## src/rtl/spt_pkg.sv

```systemverilog
package spt_pkg;

    typedef enum logic [1:0] {
        SK_PUSH = 2'b00,
        SK_POP  = 2'b01,
        SK_CALL = 2'b10,
        SK_RET  = 2'b11
    } stk_kind_e;

    typedef enum logic [2:0] {
        ACT_IDLE,
        ACT_FLUSH,
        ACT_LOAD,
        ACT_FOLD_TOUCH,
        ACT_FOLD_OVF,
        ACT_ACCEPT
    } spt_act_e;

    localparam int unsigned BYTES_WIDE   = 4;
    localparam int unsigned BYTES_NARROW = 2;
    localparam int unsigned SIZE_W       = 4;

    // Push and call move the pointer down; pop and return move it up.
    function automatic logic kind_moves_down(input stk_kind_e k);
        return (k == SK_PUSH) || (k == SK_CALL);
    endfunction

    function automatic logic [SIZE_W-1:0] op_bytes(input logic wide);
        return wide ? SIZE_W'(BYTES_WIDE) : SIZE_W'(BYTES_NARROW);
    endfunction

endpackage

```

## src/rtl/spt_delta_adder.sv

```systemverilog
module spt_delta_adder
    import spt_pkg::*;
#(
    parameter int DELTA_W = 8
) (
    input  logic [DELTA_W-1:0] delta_cur,
    input  stk_kind_e          kind,
    input  logic               wide,
    output logic [DELTA_W-1:0] delta_next,
    output logic               out_of_range
);
    localparam int EXT_W = DELTA_W + 1;

    logic [EXT_W-1:0]  ext_cur;
    logic [EXT_W-1:0]  ext_size;
    logic [EXT_W-1:0]  ext_sum;

    always_comb begin
        ext_cur  = {delta_cur[DELTA_W-1], delta_cur};
        ext_size = EXT_W'(op_bytes(wide));
        if (kind_moves_down(kind)) begin
            ext_sum = ext_cur - ext_size;
        end else begin
            ext_sum = ext_cur + ext_size;
        end
        out_of_range = ext_sum[EXT_W-1] != ext_sum[EXT_W-2];
        delta_next   = ext_sum[DELTA_W-1:0];
    end
endmodule

```

## src/rtl/spt_addr_gen.sv

```systemverilog
module spt_addr_gen
    import spt_pkg::*;
#(
    parameter int ADDR_W  = 32,
    parameter int DELTA_W = 8
) (
    input  logic [ADDR_W-1:0]  base,
    input  logic [DELTA_W-1:0] delta,
    input  stk_kind_e          kind,
    input  logic               wide,
    output logic [ADDR_W-1:0]  cur_sp,
    output logic [ADDR_W-1:0]  op_sp
);
    localparam int PAD_W = ADDR_W - DELTA_W;

    logic [ADDR_W-1:0] delta_sx;

    always_comb begin
        delta_sx = {{PAD_W{delta[DELTA_W-1]}}, delta};
        cur_sp   = base + delta_sx;
        if (kind_moves_down(kind)) begin
            op_sp = cur_sp - ADDR_W'(op_bytes(wide));
        end else begin
            op_sp = cur_sp;
        end
    end
endmodule

```

## src/rtl/spt_arbiter.sv

```systemverilog
module spt_arbiter
    import spt_pkg::*;
(
    input  logic     flush,
    input  logic     sp_write,
    input  logic     sp_touch,
    input  logic     op_valid,
    input  logic     op_out_of_range,
    output spt_act_e act,
    output logic     op_ready
);
    always_comb begin
        if (flush) begin
            act = ACT_FLUSH;
        end else if (sp_write) begin
            act = ACT_LOAD;
        end else if (sp_touch) begin
            act = ACT_FOLD_TOUCH;
        end else if (op_valid && op_out_of_range) begin
            act = ACT_FOLD_OVF;
        end else if (op_valid) begin
            act = ACT_ACCEPT;
        end else begin
            act = ACT_IDLE;
        end
        op_ready = !flush && !sp_write && !sp_touch && !op_out_of_range;
    end
endmodule

```

## src/rtl/spt_ckpt.sv

```systemverilog
module spt_ckpt #(
    parameter int                ADDR_W   = 32,
    parameter int                DELTA_W  = 8,
    parameter logic [ADDR_W-1:0] RESET_SP = '0
) (
    input  logic               clk,
    input  logic               rst,
    input  logic               save,
    input  logic [ADDR_W-1:0]  base_in,
    input  logic [DELTA_W-1:0] delta_in,
    output logic [ADDR_W-1:0]  base_saved,
    output logic [DELTA_W-1:0] delta_saved
);
    always_ff @(posedge clk) begin
        if (rst) begin
            base_saved  <= RESET_SP;
            delta_saved <= '0;
        end else if (save) begin
            base_saved  <= base_in;
            delta_saved <= delta_in;
        end
    end
endmodule

```

## src/rtl/spt_tracker.sv

```systemverilog
module spt_tracker
    import spt_pkg::*;
#(
    parameter int                ADDR_W   = 32,
    parameter int                DELTA_W  = 8,
    parameter logic [ADDR_W-1:0] RESET_SP = 32'h0000_8000
) (
    input  logic               clk,
    input  logic               rst,
    input  logic               op_valid,
    input  logic [1:0]         op_kind,
    input  logic               op_wide,
    output logic               op_ready,
    input  logic               sp_touch,
    input  logic               sp_write,
    input  logic [ADDR_W-1:0]  sp_write_val,
    input  logic               commit_mark,
    input  logic               flush,
    output logic               res_valid,
    output logic [ADDR_W-1:0]  res_sp,
    output logic               sync_req,
    output logic [DELTA_W-1:0] sync_delta
);
    stk_kind_e          kind;
    logic [ADDR_W-1:0]  base_q;
    logic [DELTA_W-1:0] delta_q;
    logic [DELTA_W-1:0] delta_step;
    logic               step_oor;
    logic               op_oor;
    logic [ADDR_W-1:0]  cur_sp;
    logic [ADDR_W-1:0]  op_sp;
    logic [ADDR_W-1:0]  ck_base;
    logic [DELTA_W-1:0] ck_delta;
    spt_act_e           act;
    logic               ck_save;

    assign kind    = stk_kind_e'(op_kind);
    assign op_oor  = op_valid && step_oor;
    assign ck_save = commit_mark && (act != ACT_FLUSH);

    spt_delta_adder #(.DELTA_W(DELTA_W)) u_adder (
        .delta_cur    (delta_q),
        .kind         (kind),
        .wide         (op_wide),
        .delta_next   (delta_step),
        .out_of_range (step_oor)
    );

    spt_addr_gen #(.ADDR_W(ADDR_W), .DELTA_W(DELTA_W)) u_agen (
        .base   (base_q),
        .delta  (delta_q),
        .kind   (kind),
        .wide   (op_wide),
        .cur_sp (cur_sp),
        .op_sp  (op_sp)
    );

    spt_arbiter u_arb (
        .flush           (flush),
        .sp_write        (sp_write),
        .sp_touch        (sp_touch),
        .op_valid        (op_valid),
        .op_out_of_range (op_oor),
        .act             (act),
        .op_ready        (op_ready)
    );

    spt_ckpt #(.ADDR_W(ADDR_W), .DELTA_W(DELTA_W), .RESET_SP(RESET_SP)) u_ckpt (
        .clk         (clk),
        .rst         (rst),
        .save        (ck_save),
        .base_in     (base_q),
        .delta_in    (delta_q),
        .base_saved  (ck_base),
        .delta_saved (ck_delta)
    );

    // Base and offset state
    always_ff @(posedge clk) begin
        if (rst) begin
            base_q  <= RESET_SP;
            delta_q <= '0;
        end else begin
            unique case (act)
                ACT_FLUSH: begin
                    base_q  <= ck_base;
                    delta_q <= ck_delta;
                end
                ACT_LOAD: begin
                    base_q  <= sp_write_val;
                    delta_q <= '0;
                end
                ACT_FOLD_TOUCH, ACT_FOLD_OVF: begin
                    base_q  <= cur_sp;
                    delta_q <= '0;
                end
                ACT_ACCEPT: begin
                    delta_q <= delta_step;
                end
                default: ;
            endcase
        end
    end

    // Registered result and sync outputs
    always_ff @(posedge clk) begin
        if (rst) begin
            res_valid  <= 1'b0;
            res_sp     <= '0;
            sync_req   <= 1'b0;
            sync_delta <= '0;
        end else begin
            res_valid <= (act == ACT_ACCEPT);
            sync_req  <= (act == ACT_FOLD_TOUCH) || (act == ACT_FOLD_OVF);
            if (act == ACT_ACCEPT) begin
                res_sp <= op_sp;
            end
            if ((act == ACT_FOLD_TOUCH) || (act == ACT_FOLD_OVF)) begin
                sync_delta <= delta_q;
            end
        end
    end
endmodule

```

## config.mk

```make
export PLATFORM = sky130hd
export DESIGN_NAME = spt_tracker
export DESIGN_NICKNAME = d
export VERILOG_FILES = /design/src/rtl/spt_pkg.sv /design/src/rtl/spt_delta_adder.sv /design/src/rtl/spt_addr_gen.sv /design/src/rtl/spt_arbiter.sv /design/src/rtl/spt_ckpt.sv /design/src/rtl/spt_tracker.sv
export SDC_FILE = /design/constraint.sdc
export NUM_CORES = 1
export LEC_CHECK = 0
export ABC_AREA = 0
export BUFFER_PORTS_ARGS = -buffer_cell sky130_fd_sc_hd__buf_4
export CAP_MARGIN = 25
export CORE_MARGIN = 2
export CORE_UTILIZATION = 50
export CTS_CLUSTER_SIZE = 14
export DETAILED_ROUTE_END_ITERATION = 8
export GPL_ROUTABILITY_DRIVEN = 0
export PLACE_DENSITY = 0.78
export RECOVER_POWER = 50
export SYNTH_ARGS = -nofsm -noshare
export SYNTH_HDL_FRONTEND = slang
export SYNTH_HIERARCHICAL = 1
export SYNTH_SLANG_ARGS = --single-unit
```

## constraint.sdc

```tcl
create_clock -name clk -period 4.2 [get_ports clk]
set_input_delay 0.42 -clock clk [delete_from_list [all_inputs] [get_ports clk]]
set_output_delay 0.42 -clock clk [all_outputs]
set_load 0.01 [all_outputs]
```

# ---- Yosys cells after proc, flatten, opt, wreduce, memory -nomap -nowiden
# Cells that the tools add are included.
dict set report word_totals {
  register_bits 122
  output_inout_bits 43
  wordCells 47
}
dict set report op_classes {
  n_addsub 4
  eq_ne 8
  n_mux 10
  reduce_logical 17
}
# cell n
set ops {}
lappend ops {{32-bit one-hot mux with 3 select lines} 1}
lappend ops {{32-bit adder} 1}
lappend ops {{32-bit two-way mux} 1}
lappend ops {{32-bit by 4-bit subtractor with 32-bit output} 1}
lappend ops {{8-bit one-hot mux with 3 select lines} 1}
lappend ops {{3-bit two-way mux} 6}
lappend ops {{8-bit by 4-bit adder with 9-bit output} 1}
lappend ops {{9-bit two-way mux} 1}
lappend ops {{8-bit by 4-bit subtractor with 9-bit output} 1}
lappend ops {{3-bit by 2-bit == test with 1-bit output (second input constant)} 2}
lappend ops {{3-bit == test (second input constant)} 2}
lappend ops {{1-bit logical AND} 6}
lappend ops {{3-bit nonzero test} 2}
lappend ops {{1-bit logical NOT} 4}
lappend ops {{3-bit by 1-bit == test with 1-bit output (second input constant)} 1}
lappend ops {{3-bit by 1-bit inequality test with 1-bit output (second input constant)} 1}
lappend ops {{3-bit OR reduction} 1}
lappend ops {{2-bit == test (second input constant)} 1}
lappend ops {{2-bit logical NOT} 1}
lappend ops {{1-bit logical OR} 2}
lappend ops {{2-bit OR reduction} 1}
lappend ops {{1-bit inequality test} 1}

# ---- Logic depth before layout (Yosys ltp)
# Gate-level depths: netlist of run 1.
dict set report logic_depth {
  word_depth 13
  ltp_mapped 17
  mapped_depth_nobuf 14
}

# ---- Cells and area by module
# Netlist of run 1, hierarchy kept.
# module n_inst cells_each area_each_um2 seq_area_each_um2
set by_module_without_submodules {}
lappend by_module_without_submodules {spt_tracker 1 474 3922.5 1641.6}
lappend by_module_without_submodules {spt_addr_gen 1 420 2874.0 0.0}
lappend by_module_without_submodules {spt_ckpt 1 129 1440.1 800.8}
lappend by_module_without_submodules {spt_delta_adder 1 48 331.6 0.0}
lappend by_module_without_submodules {spt_arbiter 1 7 42.5 0.0}

# ---- Worst setup path after synthesis of run 1
# No wires, ideal clock.
dict set report synth_timing {
  path_type {flip-flop to flip-flop}
  from {register delta_q[7]}
  to {register res_sp[25]}
  setup_ps 70
  t_arrival_ps 4091
  path_slack_ps 39
  path_stages_with_launch 13
  path_cell_list {dfxtp_1 -> ha_1 -> buf_6 -> and2_4 -> a221o_1 -> or4_1 -> a222oi_1 -> or3b_4 -> or4b_4 -> nor3_2 -> xor2_1 -> nand2_1 -> a21oi_1}
}
dict set report synth_via {
  elab_cells_between_ends 14
  classes_between {4 x add/sub; 2 x eq/ne; 6 x mux; 2 x reduce/logical}
}
# element line_no
set synth_lines {}
lappend synth_lines {{from (decl)} spt_tracker.sv:26} ;# logic [DELTA_W-1:0] delta_q;
lappend synth_lines {{from (signal assigned)} spt_tracker.sv:87} ;# delta_q <= ck_delta;
lappend synth_lines {{from (signal assigned)} spt_tracker.sv:98} ;# delta_q <= delta_step;
lappend synth_lines {{32-bit adder *} spt_addr_gen.sv:20} ;# cur_sp = base + delta_sx;
lappend synth_lines {{32-bit by 4-bit subtractor with 32-bit output} spt_addr_gen.sv:22} ;# op_sp = cur_sp - ADDR_W'(op_bytes(wide));
lappend synth_lines {{32-bit two-way mux *} spt_addr_gen.sv:21} ;# if (kind_moves_down(kind)) begin
lappend synth_lines {{via op_sp[25]} spt_tracker.sv:31} ;# logic [ADDR_W-1:0] op_sp;
lappend synth_lines {{to (signal assigned)} spt_tracker.sv:116} ;# res_sp <= op_sp;
lappend synth_lines {{to (decl)} spt_tracker.sv:20} ;# output logic [ADDR_W-1:0] res_sp,
# The timed path passes the listed nets; every way through them passes the cells marked *.
# A chain may end at the register's enable or synchronous reset.

# ---- Final worst setup path of run 1
dict set report layout_timing {
  from {register base_q[0]}
  to {register res_sp[25]}
}
dict set report layout_via {
  elab_chain_len 3
}
# element line_no
set layout_rtl {}
lappend layout_rtl {{from (decl)} spt_tracker.sv:25} ;# logic [ADDR_W-1:0] base_q;
lappend layout_rtl {{from (signal assigned)} spt_tracker.sv:86} ;# base_q <= ck_base;
lappend layout_rtl {{from (signal assigned)} spt_tracker.sv:90} ;# base_q <= sp_write_val;
lappend layout_rtl {{from (signal assigned)} spt_tracker.sv:94} ;# base_q <= cur_sp;
lappend layout_rtl {{32-bit adder *} spt_addr_gen.sv:20}
lappend layout_rtl {{32-bit by 4-bit subtractor with 32-bit output} spt_addr_gen.sv:22}
lappend layout_rtl {{32-bit two-way mux *} spt_addr_gen.sv:21}
lappend layout_rtl {{via op_sp[25]} spt_tracker.sv:31}
# Marked as above.

==> results by group, run 1 <==
Outcome
  – Status: complete, no violations

Floorplan
  – Width of the chip: about 140 um
  – Ports: 85
  – Core footprint: about 17000 sq um
  – Area of the die: 18300 sq um
  – Die height: between 100 and 150 um
  – Initial Utilization: 0.516
  – FP Rows: between 40 and 50

Logic synthesis
  – Syn Inst Count: 1078
  – Syn. warnings: 6
  – Synth cell types: 78
  – Synth Flop Type: dfxtp_1
  – Syn avg cell area: approximately 8 sq um
  – Flops & latches, synth: 122
  – Seq/Total Area, Yosys: 0.284
  – Fraction of registers with async set or reset after synthesis: 0
  – Synth Net Count: 1163
  – Post-synth EDFFs: 0
  – Netlist Area Pre-Place: 8610 sq um

Pwr
  – Pleak: 4.17 nW
  – Total power: about 3.6 mW
  – Peak VDD IR: between 0.0003 and 0.0004 V
  – Cell Pwr Density: around 360 nW/um^2

STA
  – Final setup viols: 0
  – Max Slew Vio Count: 0
  – Clock skew: around 6.6 ps
  – Unrepaired setup endpoints after global routing: true
  – Worst-Margin Slew: 941 ps
  – Slew HR: 0.373
  – Max Fclk: 242 MHz
  – Min Tclk post-route: 4140 ps
  – Final Cycle Share: 0.985
  – Final-report hold violation count: 0

Clocking
  – Skew-Pair Late Insertion Delay: around 420 ps
  – # clock sinks: 122
  – Clock transition at path regs: 50 ps
  – H-tree depth: 4
  – Max Root-Sink Buffers: 2
  – Clock Root Buffer: clkbuf_16
  – CTS buffer count: 17
  – CTS tree: yes

Cells and area
  – Non-Filler Instances: 1396
  – Final core utilization: 0.602
  – Layout cells sized above 1: 0.173
  – Nets: about 1200
  – Diodes inserted: 0
  – Synth-to-layout area growth: 16.8%
  – Layout fillers: 1559
  – Final Instance Area: between 10000 and 15000 sq um

Critical path
  – Worst Setup End Kind: flop
  – Worst Path Arrival: 4490 ps
  – Type of origin of the critical path: flop
  – Data required, critical path: 4560 ps
  – Max Fanout on Critical Path: 5
  – Crit. Startpoint: base_q[0]
  – Worst Path Class, Setup: flop to flop
  – Origin of the critical flop-to-flop path: base_q[0]

Drt
  – Vias: 8606
  – Detailed Route WL: 24300 um
  – DR iter-0 viols: 775
  – Via-to-Cell Ratio: 6.16
  – Wirelength per Cell: about 17 um
  – Antenna viol nets, final: 0
  – Drt drc: 0
  – First-pass iteration count of the detailed router: 6

Placed design
  – DP HPWL: 16700 um
  – Placed Cells: 1365
  – DP Area: 9580 sq um
  – # port buffers: between 80 and 90

GRT
  – Vias in the first global route: 7917
  – Pin count of the biggest net entering global routing: 72
  – Initial antenna violation count: 0
  – GRT Overall Usage: 0.266
  – Remaining Overflow, GRT: 0
  – Global-route wire length before repair: 39400 um

Min path
  – Hold Path Origin: sp_write_val[4]
  – Hold Crit Class: input port to flop

Flow run
  – Max_cap viols: 0
==> layout make-up <==
cell class | count | area [sq um] | area share
sequential | 122 | 2450 | 0.244
timing repair buffer | 146 | 925 | 0.0919
tap | 220 | 275 | 0.0274
clock buffer | 23 | 478 | 0.0475
inverter | 21 | 78.8 | 0.00784
clock inverter | 8 | 118 | 0.0117
multi-input combinational | 856 | 5730 | 0.570
==> worst max-delay path, cell delays in order (launching register included) <==
cell and delay [ps]:
dfxtp_4 370, ha_4 140, inv_1 60, fa_1 560, ha_2 190, inv_2 40, fa_2 330, or3_4 410
or4_4 440, nor4bb_2 280, buf_4 190, or4b_4 510, nor3_4 190, xor2_1 150, nand2_1 80, a21oi_2 120
==> cell usage after synthesis, drive strengths merged, types with 26 or more instances <==
cell | number | area share
nor4 | 46 | 0.034
mux2i | 43 | 0.050
clkbuf | 32 | 0.014
nor2 | 88 | 0.038
xnor2 | 26 | 0.026
o22ai | 65 | 0.049
mux2 | 32 | 0.042
nand2 | 104 | 0.045
dfxtp | 122 | 0.28
nor3 | 53 | 0.031
buf | 47 | 0.036
o21ai | 42 | 0.025
a21oi | 84 | 0.050
ha | 41 | 0.060
==> power by group <==
part | internal [mW] | total [mW] | switching [mW]
Combinational | 0.361 | 0.836 | 0.475
Sequential | 1.21 | 1.26 | 0.0471
Clock | 0.972 | 1.50 | 0.527
Total | 2.54 | 3.59 | 1.05
==> cell families after synthesis <==
logic type	after synthesis	synth area share
simple gates	421	0.254
xor+xnor	43	0.0437
buf+inv	100	0.0588
mux	75	0.0918
flops	122	0.284
fa+ha+maj	43	0.0642
compound gates	274	0.204
==> what timing repair did <==
item                                    CTS  global route
cloned                                    0             0
setup buffers                             0             0
hold buffers                              0             0
endpoints found under the setup margin    1            11
resized for setup                         2            17
pin swaps                                 1             3
==> flip-flops by register name, indices dropped and copies added, names as in the netlist <==
| signal | cells |
|---|---|
| base_q | 32 |
| delta_q | 8 |
| res_sp | 32 |
| res_valid | 1 |
| sync_delta | 8 |
| sync_req | 1 |
| u_ckpt/base_saved | 32 |
| u_ckpt/delta_saved | 8 |
==> metal layers <==
layer	GRT usage	wire (um)
met4	0.0909	619
met5	0	0
met3	0.0524	1670
met1	0.339	10300
met2	0.451	11800
==> path summary, 6_finish.rpt <==
kind           endpoint  slack (ps)  cells after the start
max          res_sp[25]          60                     15
min reg2reg  res_sp[14]         450                      2
max reg2reg  res_sp[25]          60                     15
min           base_q[4]         360                      3
==> cell usage in the layout, fill, tap and decap left out, types with 18 or more instances in the layout <==
cell,instances
o21ai_0,28
nand2b_1,21
mux2_2,32
inv_1,20
o22ai_1,63
buf_4,99
nor4_1,45
mux2i_1,43
xnor2_1,26
nand2_1,104
clkbuf_1,46
nor3_1,52
ha_1,39
dfxtp_1,119
a21oi_1,81
a21o_1,18
nor2_1,88
==> per-stage QoR <==
stage	hold WS, ps	setup TNS (ps)	setup slack, ps
after floorplan	451	0	38.9
after detailed placement	450	-19.0	-19.0
after global routing	374	-1500	-128
after CTS	354	0	10.9
after global placement	445	0	60.2
final	358	0	63.0
Power figures use the tool's default switching activity.
==> run 2: changes to the inputs <==
RECOVER_POWER = unset   (was 50)
==> run 2 against run 1 <==
Net effect: first-iteration DRC count down 0.52%; combinational power up 1%; non-clock buffer count unchanged; highest routed layer unchanged; largest cell class unchanged; global-route usage unchanged.
==> results by group, run 2 (synthesis gave the netlist of run 1 again) <==
Cells and area
  – Diodes inserted: 0 (unchanged)
  – Most frequent cells in the layout: buf_4, dfxtp_1, nand2_1, nor2_1, a21oi_1
  – Final core utilization: 0.613 (+0.0111)
  – Synth-to-layout area growth: 19.0%
  – Layout cells sized above 1: 0.210 (+0.0374)
  – Largest registers: base_q: 32 flops, res_sp: 32 flops, u_ckpt/base_saved: 32 flops
  – Non-Filler Instances: 1396 (unchanged)
  – Commonest non-fill, non-tap cell in the layout: buf_4
  – Nets: 1249 (unchanged)

Floorplan
  – Width of the chip: 135 um (unchanged)
  – FP Rows: 47 (unchanged)
  – Initial Utilization: 0.516 (unchanged)
  – Area of the die: 18300 sq um (unchanged)
  – Ports: 85 (unchanged)
  – Core footprint: 16700 sq um (unchanged)
  – Die height: 135 um (unchanged)

Critical path
  – Worst Setup End Kind: flop
  – CP cell instances: ha_4 > inv_1 > fa_1 > ha_2 > inv_2 > fa_2 > or3_4 > or4_4 > nor4bb_2 > buf_4 > or4b_4 > nor3_4 > xor2_1 > nand2_1 > a21oi_2
  – WP buf/inv: 3 (unchanged)
  – R2r worst-path depth: 15 (unchanged)
  – Top cell family by delay on the critical path: simple AND/OR/NAND/NOR gates
  – WP depth: 15 (unchanged)
  – Data required, critical path: 4550 ps (about the same)
  – Max stage delay on crit path: 570 ps (about the same)
  – Worst Path Class, Setup: flop to flop
  – Type of origin of the critical path: flop
  – Crit path max-delay cell type: fa_1
  – Max Fanout on Critical Path: 5 (unchanged)
  – Worst Path Arrival: 4520 ps (+30 ps)

Drt
  – Antenna viol nets, final: 0 (unchanged)
  – Vias: 8569 (-0.43%)
  – Drt drc: 0 (unchanged)
  – Wirelength per Cell: 17.4 um (-0.12%)
  – DR iter-0 viols: 771 (-0.52%)
  – Detailed Route WL: 24300 um (-0.12%)
  – Via-to-Cell Ratio: 6.14 (-0.43%)
  – First-pass iteration count of the detailed router: 5 (-1)

GRT
  – GRT Overall Usage: 0.266 (unchanged)
  – Global-route wire length before repair: 39400 um (unchanged)
  – Initial antenna violation count: 0 (unchanged)
  – Pin count of the biggest net entering global routing: 72 (unchanged)
  – Vias in the first global route: 7917 (unchanged)
  – Remaining Overflow, GRT: 0 (unchanged)

Clocking
  – # clock sinks: 122 (unchanged)
  – Clock transition at path regs: 60 ps (about the same)
  – CTS tree: yes
  – Hold-fix buffers at CTS: 0 (unchanged)
  – Max Root-Sink Buffers: 2 (unchanged)
  – H-tree depth: 4 (unchanged)
  – Clock Root Buffer: clkbuf_16
  – Skew-Pair Late Insertion Delay: 420 ps (about the same)
  – CTS buffer count: 17 (unchanged)

STA
  – Max Slew Vio Count: 0 (unchanged)
  – Setup TNS: 0 ps (unchanged)
  – Clock skew: 6.13 ps (-0.425 ps)
  – Final Cycle Share: 0.991 (+0.00584)
  – Max Fclk: 240 MHz (-0.59%)
  – Final-report hold violation count: 0 (unchanged)
  – Unrepaired setup endpoints after global routing: true
  – Fin Hold WS: 358 ps (+0.255 ps)
  – Final setup viols: 0 (unchanged)
  – Worst-Margin Slew: 885 ps (-56.2 ps)
  – Min Tclk post-route: 4160 ps (+24.5 ps)
  – Slew HR: 0.410 (+0.0368)
  – Slack of the critical path: 38.4 ps (-24.5 ps)

Outcome
  – Status: complete, no violations

Pwr
  – Cell Int Power: 2.55 mW (+0.27%)
  – Sequential share of power: 0.349 (about the same)
  – Cell Pwr Density: 351 nW/um^2 (-1.6%)
  – Clock group share of total power: 0.417 (about the same)
  – Comb pwr share: 0.234 (about the same)
  – Pleak: 4.36 nW (+4.5%)
  – Sw Ratio: 0.292 (about the same)
  – Psw: 1.05 mW (+0.20%)
  – Peak VDD IR: 0.000310 V (-0.39%)

Placed design
  – DP HPWL: 16700 um (unchanged)
  – Placed Cells: 1365 (unchanged)
  – # port buffers: 83 (unchanged)
  – Worst setup timing slack at the placement stage: -19.0 ps (unchanged)

Flow run
  – Max_cap viols: 0 (unchanged)

Min path
  – Hold Crit Class: input port to flop
  – Hold Path Depth: 3 (unchanged)
[run 2: cell count changes in the layout (fill, tap and decap cells not counted)]
cell	before	now
a211o_1	5	4
o21ai_1	12	13
clkbuf_1	46	3
and2_0	2	1
clkbuf_2	3	0
o21ai_0	28	27
buf_12	0	1
and2_1	13	14
buf_2	1	0
a211o_2	0	1
buf_4	99	145
[run 2: cell type report]
class / count / area [sq um]
timing repair buffer: 146 / 1110
fill: 1515 / 6460
multi-input combinational: 856 / 5730
sequential: 122 / 2450
inverter: 21 / 78.8
clock buffer: 23 / 478
tap: 220 / 275
clock inverter: 8 / 118
[run 2: worst min-delay path: cells and delay by family]
| kind | cells | cell delay, ps |
|---|---|---|
| buf+inv | 1 | 80 |
| simple gates | 2 | 230 |
[run 2: final timing paths]
path	endpoint	slack, ps	startpoint
min	base_q[4]	360	sp_write_val[4]
min reg2reg	res_sp[14]	450	res_sp[14]
max	res_sp[25]	40	base_q[0]
max reg2reg	res_sp[25]	40	base_q[0]
[run 2: layer usage]
layer,vias up,share of wire,track usage
met2,307,0.48,0.451
li1,4164,-,-
met1,4048,0.44,0.339
met5,-,0,0
met4,0,0.024,0.0909
met3,50,0.059,0.0524
[run 2: per-stage QoR]
step	instance area [sq um]	total power [mW]
after floorplan	8610	1.87
after global placement	9580	2.07
after detailed placement	9580	2.09
after CTS	10200	3.59
after global routing	10200	3.74
final	10200	3.60
[run 2: power by group through the flow]
stage               registers, mW  clock network, mW  logic (mW)
finish                       1.26               1.50       0.844
global route                 1.26               1.56       0.919
CTS                          1.25               1.51       0.820
detailed placement           1.28                  0       0.811
global placement             1.28                  0       0.793
floorplan                    1.27                  0       0.598
[run 2: what timing repair did]
item | in CTS | in global routing
setup endpoints to repair | 1 | 11
pin swaps | 1 | 3
setup buffers | 0 | 0
gates resized for setup | 2 | 17
==> run 3: changes to the inputs <==
CORE_UTILIZATION = 55   (was 50)
GPL_ROUTABILITY_DRIVEN = unset   (was 0)
PLACE_DENSITY = 0.84   (was 0.78)
==> run 3 against run 2 <==
Net effect: first-iteration DRC count up 5.4%; highest routed layer unchanged; critical path type unchanged; combinational power up 2%; clock skew up 3.2 ps; count of clock-buffer cells in the layout up 1; utilization up 6.1 points.
==> results by group, run 3 (synthesis gave the netlist of run 1 again) <==
Clocking
  – Skew-Pair Late Insertion Delay: 430 ps (about the same)
  – CTS buffer count: 17 (unchanged)
  – Max Root-Sink Buffers: 2 (unchanged)
  – Clock Root Buffer: clkbuf_16
  – Clock transition at path regs: 60 ps (about the same)
  – # clock sinks: 122 (unchanged)
  – H-tree depth: 4 (unchanged)
  – CTS tree: yes

Cells and area
  – Layout fillers: 1274 (-16%)
  – Largest registers: base_q: 32 flops, res_sp: 32 flops, u_ckpt/base_saved: 32 flops
  – Diodes inserted: 0 (unchanged)
  – Commonest non-fill, non-tap cell in the layout: buf_4
  – Synth-to-layout area growth: 19.5%
  – Layout cells sized above 1: 0.213 (+0.00273)
  – Most frequent cells in the layout: buf_4, dfxtp_1, nand2_1, nor2_1, a21oi_1
  – Nets: 1248 (-0.080%)
  – Final Instance Area: 10300 sq um (+0.43%)

STA
  – Setup TNS: 0 ps (unchanged)
  – Final-report hold violation count: 0 (unchanged)
  – Slew HR: 0.415 (+0.00578)
  – Final Cycle Share: 0.983 (-0.00763)
  – Min Tclk post-route: 4130 ps (-32.0 ps)
  – Max Slew Vio Count: 0 (unchanged)
  – Worst-Margin Slew: 874 ps (-10.9 ps)
  – Clock skew: 9.36 ps (+3.22 ps)
  – Max Fclk: 242 MHz (+0.78%)
  – Final setup viols: 0 (unchanged)

Drt
  – Drt drc: 0 (unchanged)
  – First-pass iteration count of the detailed router: 7 (+2)
  – DR iter-0 viols: 813 (+5.4%)
  – Antenna viol nets, final: 0 (unchanged)
  – Vias: 8681 (+1.3%)
  – Detailed Route WL: 24800 um (+1.8%)
  – Wirelength per Cell: 17.9 um (+2.5%)
  – Via-to-Cell Ratio: 6.26 (+2.0%)

Pwr
  – Peak VDD IR: 0.000311 V (+0.58%)
  – Comb pwr share: 0.236 (+0.002)
  – Total power: 3.63 mW (+0.92%)
  – Sequential share of power: 0.346 (-0.003)
  – Psw: 1.06 mW (+0.86%)
  – Sw Ratio: 0.292 (about the same)
  – Cell Int Power: 2.57 mW (+0.94%)
  – Clock group share of total power: 0.417 (about the same)
  – Pleak: 4.36 nW (about the same)
  – Cell Pwr Density: 353 nW/um^2 (+0.49%)

Critical path
  – Crit path max-delay cell type: fa_2
  – Max stage delay on crit path: 570 ps (about the same)
  – Crit. Startpoint: base_q[0]
  – Worst Path Class, Setup: flop to flop
  – Worst Path Arrival: 4480 ps (-40 ps)
  – Type of origin of the critical path: flop
  – Origin of the critical flop-to-flop path: base_q[0]
  – Worst Setup End Kind: flop
  – CP cell instances: ha_2 > inv_1 > fa_2 > ha_1 > inv_1 > fa_2 > or3_4 > or4_4 > nor4bb_2 > buf_4 > or4b_4 > nor3_4 > xor2_1 > nand2_1 > a21oi_2
  – Max Fanout on Critical Path: 5 (unchanged)
  – Data required, critical path: 4550 ps (about the same)

GRT
  – GRT Overall Usage: 0.292 (+0.0259)
  – Remaining Overflow, GRT: 0 (unchanged)
  – Initial antenna violation count: 0 (unchanged)
  – Global-route wire length before repair: 39100 um (-0.88%)
  – Pin count of the biggest net entering global routing: 68 (-5.6%)
  – Vias in the first global route: 7969 (+0.66%)

Placed design
  – DP Area: 9580 sq um (about the same)
  – Placer Congestion: roughly 0.9
  – DP HPWL: 16900 um (+0.91%)
  – # port buffers: 83 (unchanged)

Floorplan
  – FP Rows: 45 (-4.3%)
  – Die height: 129 um (-4.5%)
  – Area of the die: 16700 sq um (-8.8%)
  – Ports: 85 (unchanged)
  – Width of the chip: 129 um (-4.5%)
  – Core footprint: 15300 sq um (-8.6%)
  – Initial Utilization: 0.564 (+0.0487)

Flow run
  – Max_cap viols: 0 (unchanged)

Outcome
  – Status: complete, no violations

Min path
  – Hold Path Origin: sp_write_val[25]
  – Hold Crit Class: input port to flop
run 3: cell types whose count changed in the layout (fill, tap and decap cells not counted), sizes merged:
cell / before / now
buf: 146 / 145
clkbuf: 23 / 24
clkinvlp: 1 / 0
run 3: cell type report:
cell class / instances / area [sq um] / share of cell area
flip-flops and latches: 122 / 2450 / 0.238
clock buffers: 24 / 492 / 0.0478
multi-input cells: 856 / 5730 / 0.557
inverters: 21 / 78.8 / 0.00766
clock inverters: 7 / 114 / 0.0111
repair buffers: 145 / 1150 / 0.112
well taps: 211 / 264 / 0.0257
run 3: power groups by stage:
stage / combinational [mW] / clock [mW] / sequential [mW]
CTS: 0.830 / 1.52 / 1.26
finish: 0.858 / 1.52 / 1.26
global route: 0.926 / 1.57 / 1.26
floorplan: 0.598 / 0 / 1.27
global placement: 0.797 / 0 / 1.28
detailed placement: 0.818 / 0 / 1.28
run 3: what timing repair did:
action	4_1_cts	5_1_grt
gates resized for setup	0	22
setup endpoints to repair	1	12
pin swaps	1	6
setup buffers	0	3
hold buffers	0	0
run 3: per-layer routing:
layer | wire length [um] | track usage | up-vias
li1 | - | - | 4165
met1 | 10300 | 0.366 | 4095
met2 | 12100 | 0.498 | 366
met3 | 1610 | 0.0442 | 55
met4 | 679 | 0.129 | 0
met5 | 0 | 0 | -
run 3: critical path: cells and delay by family (launching register included):
kind	cells	cell delay [ps]
AO/OA/AOI/OAI	1	130
adder cells (fa/ha/maj)	4	1240
flip-flops	1	340
buffers and inverters	3	310
AND/OR/NAND/NOR	6	1890
XOR/XNOR	1	160
run 3: final timing paths:
kind | depth (start not counted) | endpoint | slack, ps
max reg2reg | 15 | res_sp[25] | 70
min reg2reg | 2 | res_sp[19] | 450
max | 15 | res_sp[25] | 70
min | 3 | base_q[25] | 360
run 3: through the flow:
step | hold slack [ps] | setup slack (ps) | util | instances
after global routing | 375 | -62.7 | 0.674 | 1386
after detailed placement | 447 | 44.0 | 0.628 | 1352
final | 356 | 70.5 | 0.674 | 1386
after CTS | 358 | 10.0 | 0.668 | 1383
after global placement | 444 | 89.2 | 0.628 | 1352
after floorplan | 451 | 38.9 | - | 1078
